[config.mk]
export PLATFORM = sky130hd
export DESIGN_NAME = dualbus_fifo
export DESIGN_NICKNAME = d
export VERILOG_FILES = /design/src/rtl/dualbus_fifo_pkg.sv /design/src/rtl/dualbus_fifo_ctrl.sv /design/src/rtl/dualbus_fifo_dp.sv /design/src/rtl/dualbus_fifo.sv
export SDC_FILE = /design/constraint.sdc
export NUM_CORES = 1
export LEC_CHECK = 0
export BUFFER_PORTS_ARGS = -buffer_cell sky130_fd_sc_hd__buf_2
export CAP_MARGIN = 20
export CORE_AREA = 4 4 195 197
export DETAILED_ROUTE_END_ITERATION = 10
export DIE_AREA = 0 0 199 201
export RECOVER_POWER = 25
export SYNTH_ARGS = -nofsm -noshare
export SYNTH_HDL_FRONTEND = slang
export SYNTH_SLANG_ARGS = --single-unit
[constraint.sdc]
create_clock -name clk -period 4.33 [get_ports clk]
set_input_delay 0.433 -clock clk [delete_from_list [all_inputs] [get_ports clk]]
set_output_delay 0.433 -clock clk [all_outputs]
set_load 0.005 [all_outputs]
[src/rtl/dualbus_fifo_pkg.sv]
package dualbus_fifo_pkg;
  // Strobes passed from control to datapath each cycle
  typedef struct packed {
    logic push;   // store the selected input word, advance write pointer
    logic pop;    // advance read pointer
  } fifoStrobe_t;
endpackage

[src/rtl/dualbus_fifo_ctrl.sv]
module dualbus_fifo_ctrl
  import dualbus_fifo_pkg::*;
#(
  parameter int DEPTH = 8
) (
  input  logic        clk,
  input  logic        rstN,
  input  logic        rdReq,
  input  logic        wrReq,
  output logic        rdAck,
  output logic        wrAck,
  output fifoStrobe_t strobe
);
  localparam int CntW = $clog2(DEPTH + 1);
  localparam logic [CntW-1:0] FullCnt = CntW'(DEPTH);

  logic [CntW-1:0] count;
  logic notEmpty, notFull;

  assign notEmpty = (count != '0);
  assign notFull  = (count != FullCnt);

  assign strobe.push = wrReq & notFull;
  assign strobe.pop  = rdReq & notEmpty;

  always_ff @(posedge clk or negedge rstN) begin
    if (!rstN) begin
      count <= '0;
    end else begin
      unique case ({strobe.push, strobe.pop})
        2'b10:   count <= count + 1'b1;
        2'b01:   count <= count - 1'b1;
        default: count <= count;
      endcase
    end
  end

  assign rdAck = notEmpty;
  assign wrAck = notFull;
endmodule

[src/rtl/dualbus_fifo_dp.sv]
module dualbus_fifo_dp
  import dualbus_fifo_pkg::*;
#(
  parameter int WIDTH = 32,
  parameter int DEPTH = 8
) (
  input  logic             clk,
  input  logic             rstN,
  input  fifoStrobe_t      strobe,
  input  logic             busSel,
  input  logic [WIDTH-1:0] wrDataA,
  input  logic [WIDTH-1:0] wrDataB,
  output logic [WIDTH-1:0] rdData
);
  localparam int PtrW = (DEPTH > 1) ? $clog2(DEPTH) : 1;
  localparam logic [PtrW-1:0] LastIdx = PtrW'(DEPTH - 1);
  localparam bit IsPow2 = (DEPTH == (1 << PtrW));

  logic [WIDTH-1:0] mem [DEPTH];
  logic [PtrW-1:0]  wrPtr, rdPtr, wrNext, rdNext;
  logic [WIDTH-1:0] inWord;

  // Input bus selection
  always_comb begin
    inWord = busSel ? wrDataB : wrDataA;
  end

  // Pointer advance: natural rollover for power-of-two depths,
  // explicit wrap otherwise
  generate
    if (IsPow2) begin : g_wrapFree
      assign wrNext = wrPtr + 1'b1;
      assign rdNext = rdPtr + 1'b1;
    end else begin : g_wrapCmp
      assign wrNext = (wrPtr == LastIdx) ? '0 : wrPtr + 1'b1;
      assign rdNext = (rdPtr == LastIdx) ? '0 : rdPtr + 1'b1;
    end
  endgenerate

  always_ff @(posedge clk or negedge rstN) begin
    if (!rstN) begin
      wrPtr <= '0;
      rdPtr <= '0;
    end else begin
      if (strobe.push) wrPtr <= wrNext;
      if (strobe.pop)  rdPtr <= rdNext;
    end
  end

  always_ff @(posedge clk) begin
    if (strobe.push) mem[wrPtr] <= inWord;
  end

  assign rdData = mem[rdPtr];
endmodule

[src/rtl/dualbus_fifo.sv]
module dualbus_fifo
  import dualbus_fifo_pkg::*;
#(
  parameter int WIDTH = 32,
  parameter int DEPTH = 8
) (
  input  logic             clk,
  input  logic             rstN,
  input  logic             rdReq,
  input  logic             wrReq,
  output logic             rdAck,
  output logic             wrAck,
  input  logic             busSel,
  input  logic [WIDTH-1:0] wrDataA,
  input  logic [WIDTH-1:0] wrDataB,
  output logic [WIDTH-1:0] rdData
);
  fifoStrobe_t strobe;

  dualbus_fifo_ctrl #(.DEPTH(DEPTH)) u_ctrl (
    .clk    (clk),
    .rstN   (rstN),
    .rdReq  (rdReq),
    .wrReq  (wrReq),
    .rdAck  (rdAck),
    .wrAck  (wrAck),
    .strobe (strobe)
  );

  dualbus_fifo_dp #(.WIDTH(WIDTH), .DEPTH(DEPTH)) u_dp (
    .clk     (clk),
    .rstN    (rstN),
    .strobe  (strobe),
    .busSel  (busSel),
    .wrDataA (wrDataA),
    .wrDataB (wrDataB),
    .rdData  (rdData)
  );
endmodule

==> impl_results.md, run 1 <==
- Status: complete, but fails checks
- Failing checks: max-capacitance violations, max-slew violations
- WP buf/inv: 2
- IO buf count: 102
- Area of the core: between 0.03 and 0.04 mm^2
- Critical Path Start Type: flip-flop
- WS Path Type: flip-flop to primary output
- Die Wd: approximately 200 um
- Combinational Power Share: a little over a quarter
- Cells after Synth: 471
- CTS tree: yes
- Grt ovf: 0
- Internal power: around 0.0057 W
- Synth Net Count: 546
- RSZ-0062 raised after global routing: false
- Leading area contributor after synthesis: edfxtp_1
- Finish-stage setup viols: 0
- H-tree levels: 1
- DR vias/cell: around 4.6
- Initial antenna violation count: 0
- Seq/Total Area, Yosys: about 74%
- CP endpoint kind: primary output
- Commonest cells after routing, fill and taps aside: 256 x edfxtp_1, 100 x buf_2, 44 x mux4_2
- Slew HR: -43.5%
- Non-filler cells in the finished layout: 1079
- Min Hold Slack: around 0.22 ns
- Num CTS Buffers: 28
- Post-synthesis cell type count: 33
- Die footprint: between 0.03 and 0.04 mm^2
- Clock Root Buffer: clkbuf_16
- Post-layout nets: 666
- Worst Clk Skew: 0.0135 ns
- Vias in the first global route: 5270
- Clock power share: 27.3%
- Max_cap viols: 1
- Pre-antenna DRT Iters: 4
- Routed Antenna Nets: 0
- Slowest stage delay, CP: 0.85 ns
- Worst Path Arrival: roughly 2.8 ns
- Max-slew violations: 33
- Sw Share: 28.1%
- Crit path max-delay family: multiplexers
- Area of the mapped netlist: 0.0107 mm^2
- Routed WL per cell: between 20 and 25 um
- Final Critical Period: between 3 and 4 ns
- Remaining DRCs: 0
- DP HPWL: 12.8 mm
- CTS sink cnt: 266
- Detailed Route Iter0 Violations: 302
- Via count: 4916
- Final hold vios: 0
- Layout cell share with drive strength beyond 1: 38.6%
- Largest net degree at the start of global routing: 67
- PwrDens: 631 mW/mm^2
- Area grow syn2layout: 18.0%
- Overall routed net length: 21.9 mm
- VDD IR max: 0.362 mV
- Clk_lat worst skew: 0.53 ns
- Placed insts: 1028
- Setup TNS: 0 ns
- Row cnt: 70
- Crit share post-route: roughly 74%
- First-pass GRT wire length: 32.9 mm
- # diodes: 0
- Yosys warnings: 0
- I/O pins: just over 100
- Lkg Pwr: 4.20 nW
- Critical Path RT: approximately 3.9 ns
- Seq cells post-synth: 266
- Upper clock frequency limit: roughly 310 MHz
- Slew @ Worst Pin: 2.15 ns
- Seq pwr share: 45.7%
- Psw: 0.00224 W
- Post-CTS setup buffers: 0
- Mapped Avg Cell Area: 22.8 um^2
- Commonest non-fill, non-tap cell in the layout: edfxtp_1
- Crit Path Max Fanout: 34
- Initial core utilization: 29.6%
- Hold WC Path Type: primary input to flip-flop
- DIE HEIGHT: 201 um
- CTS max path bufs: 3
- Gr usage total: about 11%
- CP cell instances: buf_12 > mux4_1 > mux2_2 > buf_2
- Critical path's slowest cell: dfrtp_4
- Top cell type's share of synthesized area: ~72%
- Clock Pin Slew Worst Setup and Hold Paths: 0.06 ns
- Synth area leaders: edfxtp_1 72%, mux4_2 9.2%, mux2_2 5.6%
- Final GP Congestion: 0.697
power groups by stage:
stage | clock [W] | sequential, W | combinational [W]
detailed placement | 0 | 0.00371 | 0.00224
CTS | 0.00225 | 0.00366 | 0.00226
global placement | 0 | 0.00370 | 0.00224
finish | 0.00218 | 0.00364 | 0.00216
global route | 0.00236 | 0.00370 | 0.00237
floorplan | 0 | 0.00342 | 0.00169
sequential cells by signal, summed over array words and instances (netlist names):
register / count
u_ctrl.count: 4
u_dp.wrPtr: 3
u_dp.mem: 256
u_dp.rdPtr: 3
metrics by stage:
stage | instance area, um^2 | util, % | power [W] | setup slack, ns
2_1_floorplan | 10700 | - | 0.00511 | 0.752
3_3_place_gp | 11800 | 32.6 | 0.00594 | 1.60
3_5_place_dp | 11800 | 32.6 | 0.00596 | 1.59
4_1_cts | 12700 | 34.9 | 0.00817 | 1.02
5_1_grt | 12700 | 34.9 | 0.00843 | 0.946
6_report | 12700 | 34.9 | 0.00798 | 1.12
metal layers:
layer	wire [um]	track usage, %
met1	9820	15.0
met3	892	1.86
met4	375	2.30
met2	10800	18.0
met5	0	0
synthesized netlist by cell type, drive strengths merged:
master / number
fa: 1
nand3: 5
a2111o: 1
mux2: 67
nand3b: 1
or4: 1
or4b: 2
o311ai: 1
xor2: 1
mux2i: 1
o211ai: 1
xnor2: 5
clkbuf: 7
edfxtp: 256
ha: 5
buf: 17
nor3: 2
dfrtp: 10
o21ai: 1
nor3b: 3
nand2: 4
nand2b: 2
mux4: 64
inv: 5
a21oi: 2
nor2: 6
cell type report:
type                    count  area, um^2
clock buffers              42         774
flip-flops and latches    266        7950
repair buffers            114         613
clock inverters             8        60.1
inverters                   5        18.8
multi-input cells         176        2660
fillers                  3438       23600
well taps                 468         586
worst min-delay path, stage by stage:
cell     delay, ns
buf_2         0.13
nand3_1       0.08
xnor2_1       0.06
worst paths after layout:
kind | startpoint | end | slack [ns] | depth (start not counted)
setup reg to reg | u_ctrl.count[0] | u_ctrl.count[3] | 1.58 | 8
max in group asynchronous | rstN | u_dp.rdPtr[1] | 3.44 | 2
hold / removal | wrReq | u_dp.wrPtr[2] | 0.22 | 3
setup / recovery | u_dp.rdPtr[0] | rdData[0] | 1.12 | 4
hold reg to reg | u_ctrl.count[2] | u_ctrl.count[2] | 0.54 | 2
min in group asynchronous | rstN | u_ctrl.count[2] | 0.43 | 2
what timing repair did:
| action | CTS | global route |
|---|---|---|
| endpoints found under the hold margin | 10 | 0 |
| hold buffers | 1 | 0 |
| gates resized for setup | 0 | 0 |
cell families after synthesis:
family / after synthesis / share of synthesized area (%)
compound gates: 6 / 0.397
flops: 266 / 74.0
mux: 132 / 21.3
buf+inv: 29 / 1.72
simple gates: 26 / 1.35
xor+xnor: 6 / 0.490
fa+ha+maj: 6 / 0.770
(Power assumes the default switching activity.)
==> run 2, diff against run 1 <==
- clock period: 4.33 -> 3.32 ns (I/O delays scaled with it)
==> run 2 against run 1 <==
Compared with the run above:
- the flow still finishes with violations (max-capacitance violations, max-slew violations)
- routed wire length increased by 0.43%
- largest power group unchanged
- clock skew is 0.0033 ns higher
- critical path depth unchanged
- combinational power grew 34%
- clock power grew 35%
==> impl_results.md, run 2 (synthesis gave the netlist of run 1 again) <==
- Grt ovf: 0
- CTS max path bufs: 3
- Clock Root Buffer: clkbuf_16
- Clock power share: between 20 and 30%
- WHS Path Cells: 3
- First-pass GRT wire length: 33.5 mm
- CTS tree: yes
- Largest regs: u_dp.mem: 256 flops, u_ctrl.count: 4 flops
- Via count: 5003
- WS Path Type: flip-flop to primary output
- Commonest non-fill, non-tap cell in the layout: edfxtp_1
- Setup WS post-layout: 0.428 ns
- Routed WL per cell: between 20 and 25 um
- DIE HEIGHT: approximately 200 um
- Slew HR: -39.1%
- I/O pins: 103
- Failing checks: max-capacitance violations, max-slew violations
- Area of the multi-input gates: ~0.0027 mm^2
- Final Critical Period: 2.89 ns
- Core Util, Final: about a third
- Post-layout nets: 672
- Row cnt: 70
- Critical Path Start Type: flip-flop
- Status: complete, but fails checks
- Slew @ Worst Pin: 2.09 ns
- IO buf count: 102
- Fillers: 3393
- Setup TNS: 0 ns
- Vias in the first global route: between 5000 and 6000
- Max_cap viols: 1
- Initial antenna violation count: 0
- Worst Path Arrival: ~2.6 ns
- Storage element area: approximately 0.008 mm^2
- Routed Antenna Nets: 0
- Hold WC Path Type: primary input to flip-flop
- Crit path max-delay family: multiplexers
- DP HPWL: 12.8 mm
- Die footprint: 0.0400 mm^2
- Area grow syn2layout: 19.4%
- Reg2Reg Depth: 7
- Post-place setup slack: between 0.5 and 0.6 ns
- Final hold vios: 0
- Area of the core: 0.0363 mm^2
- CP endpoint kind: primary output
- Reg2Reg Capture Point: u_ctrl.count[3]
- Detailed Route Iter0 Violations: 325
- PwrDens: 826 mW/mm^2
- Clock Pin Slew Worst Setup and Hold Paths: 0.06 ns
- Combinational Power Share: 27.4%
- VDD IR max: 0.405 mV
- CP cell instances: buf_12 > mux4_1 > mux2_2 > buf_2
- Crit share post-route: between 80 and 90%
- # diodes: 0
- CTS sink cnt: 266
- DR vias/cell: approximately 4.6
- Slowest stage delay, CP: 0.75 ns
- H-tree levels: 1
- Psw: 0.00297 W
- Initial core utilization: 29.6%
- Max-slew violations: 33
- Commonest cells after routing, fill and taps aside: 256 x edfxtp_1, 100 x buf_2, 44 x mux4_2
- Worst Hold End: u_dp.rdPtr[2]
- Sw Share: 28.1%
- Critical path's slowest cell: dfrtp_4
- HP Start: rdReq
- FF-to-FF setup slack: 0.55 ns
- Resize count post-CTS: 0
- Clk_lat worst skew: 0.53 ns
- Worst Clk Skew: roughly 0.017 ns
- Worst r2r src: u_ctrl.count[0]
- Lkg Pwr: 4.27 nW
- Die Wd: 199 um
- Final GP Congestion: 0.650
- Layout cell share with drive strength beyond 1: between 40 and 50%
- Remaining DRCs: 0
- Critical Path RT: 2.99 ns
- Upper clock frequency limit: 346 MHz
- Internal power: 0.00761 W
- Pre-antenna DRT Iters: 4
- RSZ-0062 raised after global routing: false
- Num CTS Buffers: 27
- Crit Path Max Fanout: 24
- Overall routed net length: 22.0 mm
- Number of flip-flops under the largest register name: 256
- Seq pwr share: 44.8%
- WP buf/inv: 2
- Finish-stage setup viols: 0
- Gr usage total: 10.9%
- Top reg by flops: u_dp.mem
- Largest net degree at the start of global routing: 67
==> run 2: what timing repair did <==
action,CTS,global route
hold buffers,1,0
buffers inserted,0,0
hold endpoints to repair,10,0
setup endpoints to repair,0,0
==> run 2: worst max-delay path by stage <==
stage / cells past startpoint / from / endpoint / slack, ns
floorplan: 4 / u_ctrl.count[3] / u_dp.mem[7][0] / 0.59
global placement: 8 / u_ctrl.count[0] / u_ctrl.count[3] / 0.61
detailed placement: 8 / u_ctrl.count[0] / u_ctrl.count[3] / 0.57
CTS: 4 / u_dp.rdPtr[0] / rdData[7] / 0.32
global route: 4 / u_dp.rdPtr[0] / rdData[7] / 0.26
finish: 4 / u_dp.rdPtr[0] / rdData[7] / 0.43
==> run 2: tightest hold or removal path, delay by kind of cell <==
kind	cells	cell delay, ns
buf+inv	1	0.12
xor+xnor	1	0.06
simple gates	1	0.09
==> run 2: final cells by class <==
| type | instances | area share, % |
|---|---|---|
| repair buffers | 121 | 5.65 |
| flip-flops and latches | 266 | 62.0 |
| multi-input cells | 176 | 20.9 |
| clock buffers | 32 | 5.42 |
| clock inverters | 18 | 1.32 |
| inverters | 5 | 0.147 |
| well taps | 468 | 4.57 |
==> run 2: layer usage <==
| metal | vias to the layer above | track usage [%] | share of wire (%) |
|---|---|---|---|
| met5 | - | 0 | 0 |
| met4 | 0 | 1.88 | 1.2 |
| met3 | 29 | 2.28 | 5.0 |
| li1 | 2247 | - | - |
| met2 | 112 | 17.9 | 49 |
| met1 | 2615 | 15.4 | 45 |
==> run 2: power groups by stage <==
stage	clock (W)	combinational (W)	sequential (W)
finish	0.00294	0.00290	0.00474
global route	0.00319	0.00320	0.00483
CTS	0.00302	0.00302	0.00478
detailed placement	0	0.00300	0.00484
global placement	0	0.00299	0.00482
floorplan	0	0.00221	0.00446
==> run 2: metrics by stage <==
stage	power [W]	instances	instance area [um^2]	hold slack [ns]
6_report	0.0106	1086	12800	0.121
5_1_grt	0.0112	1086	12800	0.109
4_1_cts	0.0108	1085	12800	0.107
3_5_place_dp	0.00785	1034	11900	0.217
3_3_place_gp	0.00781	1034	11900	0.223
2_1_floorplan	0.00666	471	10700	0.0364
==> run 3, diff against run 2 <==
- clock period: 3.32 -> 2.9 ns (I/O delays scaled with it)
==> run 3 against run 2 <==
Compared with the run above:
- the run now ends clean
- worst setup slack lost 0.22 ns
- sequential power up 9.9%
- clock skew fell by 0.0067 ns
- critical path type is now flip-flop to flip-flop
- highest routed layer unchanged
==> impl_results.md, run 3 (synthesis gave the netlist of run 1 again) <==
- Status: complete, no violations
- Overall routed net length: 21.7 mm
- Crit path max-delay family: simple AND/OR/NAND/NOR gates
- Sw Share: 28.4%
- Largest net degree at the start of global routing: 67
- Final GP Congestion: 0.695
- Upper clock frequency limit: 371 MHz
- Top reg by flops: u_dp.mem
- Area of the core: about 0.036 mm^2
- Number of flip-flops under the largest register name: 256
- Clock power share: 27.8%
- Remaining DRCs: 0
- Pre-antenna DRT Iters: 4
- Finish-stage setup viols: 0
- DIE HEIGHT: 201 um
- Die footprint: 0.0400 mm^2
- Layout cell share with drive strength beyond 1: 40.6%
- Cell Area, Placed: between 0.01 and 0.015 mm^2
- Via count: 4996
- Initial core utilization: about 30%
- PwrDens: 948 mW/mm^2
- Final Cell Area: 0.0128 mm^2
- Crit share post-route: around 93%
- H-tree levels: 1
- Psw: 0.00345 W
- RSZ-0062 raised after global routing: false
- Vias in the first global route: ~5300
- Slew HR: 30.2%
- CP cell instances: or4_1 > nand2_1 > inv_1 > ha_1 > ha_1 > or4b_1 > o311ai_0 > o211ai_1
- Slew @ Worst Pin: 1.05 ns
- WS Path Type: flip-flop to flip-flop
- I/O pins: 103
- Setup WS post-layout: 0.207 ns
- WP buf/inv: 1
- Max-slew violations: 0
- IO buf count: 102
- Area of the multi-input gates: approximately 0.0027 mm^2
- Row cnt: 70
- Internal power: 0.00872 W
- Detailed Route Iter0 Violations: 322
- Grt ovf: 0
- Critical Path Start Type: flip-flop
- Largest regs: u_dp.mem: 256 flops, u_ctrl.count: 4 flops
- Clock Root Buffer: clkbuf_16
- Die Wd: 199 um
- Seq pwr share: 42.8%
- Worst Clk Skew: 0.0100 ns
- Critical Path RT: between 3 and 4 ns
- CTS max path bufs: 3
- Post-layout nets: 673
- Routed Antenna Nets: 0
- CTS sink cnt: 266
- Num CTS Buffers: 28
- Area grow syn2layout: 19.7%
- Critical path's slowest cell: or4_1
- Clock Pin Slew Worst Setup and Hold Paths: about 0.06 ns
- VDD IR max: 0.500 mV
- Setup TNS: 0 ns
- Non-filler cells in the finished layout: roughly 1100
- DR vias/cell: 4.59
- Lkg Pwr: 4.30 nW
- Fillers: between 3000 and 4000
- Storage element area: 0.00795 mm^2
- Cell repeated most along the worst path: ha_1
- First-pass GRT wire length: 33.0 mm
- Commonest non-fill, non-tap cell in the layout: edfxtp_1
- Crit Path Max Fanout: 6
- # diodes: 0
- DP HPWL: 12.8 mm
- Initial antenna violation count: 0
- Worst Path Arrival: 3.09 ns
- Combinational Power Share: 29.4%
- Slowest stage delay, CP: 0.58 ns
- Final hold vios: 0
- Hold WC Path Type: primary input to flip-flop
- Routed WL per cell: 20.0 um
- CP endpoint kind: flip-flop
- Commonest cells after routing, fill and taps aside: 256 x edfxtp_1, 100 x buf_2, 44 x mux4_2
- Final Critical Period: 2.69 ns
- Gr usage total: between 10% and 20%
- Post-place setup slack: 0.213 ns
- CTS tree: yes
- Clk_lat worst skew: 0.54 ns
- Max_cap viols: 0
- Placed insts: a little over 1000
-- run 3: cell count changes in the layout (fill, tap and decap cells not counted) --
cell	delta
buf_16	+1
buf_4	-2
bufinv_16	-1
clkbuf_16	+1
clkinv_1	-1
clkinv_2	+4
clkinv_8	+1
clkinvlp_4	-2
inv_6	+1
mux2_1	+2
mux2_2	-2
-- run 3: final timing paths --
check / start / end / slack [ns] / cells after the start
max reg2reg: u_ctrl.count[0] / u_ctrl.count[3] / 0.21 / 8
min: rdReq / u_dp.rdPtr[2] / 0.07 / 3
min reg2reg: u_dp.wrPtr[0] / u_dp.wrPtr[0] / 0.53 / 1
max in group asynchronous: rstN / u_dp.rdPtr[1] / 2.17 / 2
max: u_ctrl.count[0] / u_ctrl.count[3] / 0.21 / 8
min in group asynchronous: rstN / u_ctrl.count[3] / 0.29 / 2
-- run 3: layout make-up --
type                    count  area share [%]
flip-flops and latches    266            61.9
multi-input cells         176            20.8
repair buffers            121            5.76
clock buffers              32            5.57
well taps                 468            4.56
clock inverters            20            1.29
inverters                   5           0.146
-- run 3: per-stage QoR --
| stage | hold WS (ns) | power [W] | utilization, % |
|---|---|---|---|
| floorplan | -0.00559 | 0.00763 | - |
| global placement | 0.175 | 0.00894 | 32.8 |
| detailed placement | 0.172 | 0.00896 | 32.8 |
| CTS | 0.0456 | 0.0124 | 35.3 |
| global route | 0.0698 | 0.0129 | 35.4 |
| finish | 0.0704 | 0.0122 | 35.4 |
-- run 3: worst reg2reg max path, delay by kind of cell (launching register included) --
kind | cells | cell delay (ns)
simple gates | 3 | 1.26
fa+ha+maj | 2 | 0.55
flops | 1 | 0.44
compound gates | 2 | 0.26
buf+inv | 1 | 0.06
-- run 3: power by group through the flow --
stage               Combinational, W  Sequential (W)  Clock [W]
global route                 0.00394         0.00528    0.00364
floorplan                    0.00253         0.00510          0
detailed placement           0.00356         0.00540          0
finish                       0.00358         0.00521    0.00338
CTS                          0.00358         0.00532    0.00348
global placement             0.00355         0.00539          0
-- run 3: layer usage --
layer	part of all wire, %	vias to the layer above	routed length (um)	track usage [%]
met2	48	95	10400	17.8
met3	4.4	35	958	2.15
li1	-	2247	-	-
met4	1.7	0	365	2.17
met5	0	-	0	0
met1	46	2619	9960	14.8
-- run 3: what timing repair did --
action,CTS,global route
buffers inserted,0,1
hold endpoints to repair,10,0
gates resized for setup,0,0
hold buffers,1,0
endpoints found under the setup margin,0,16
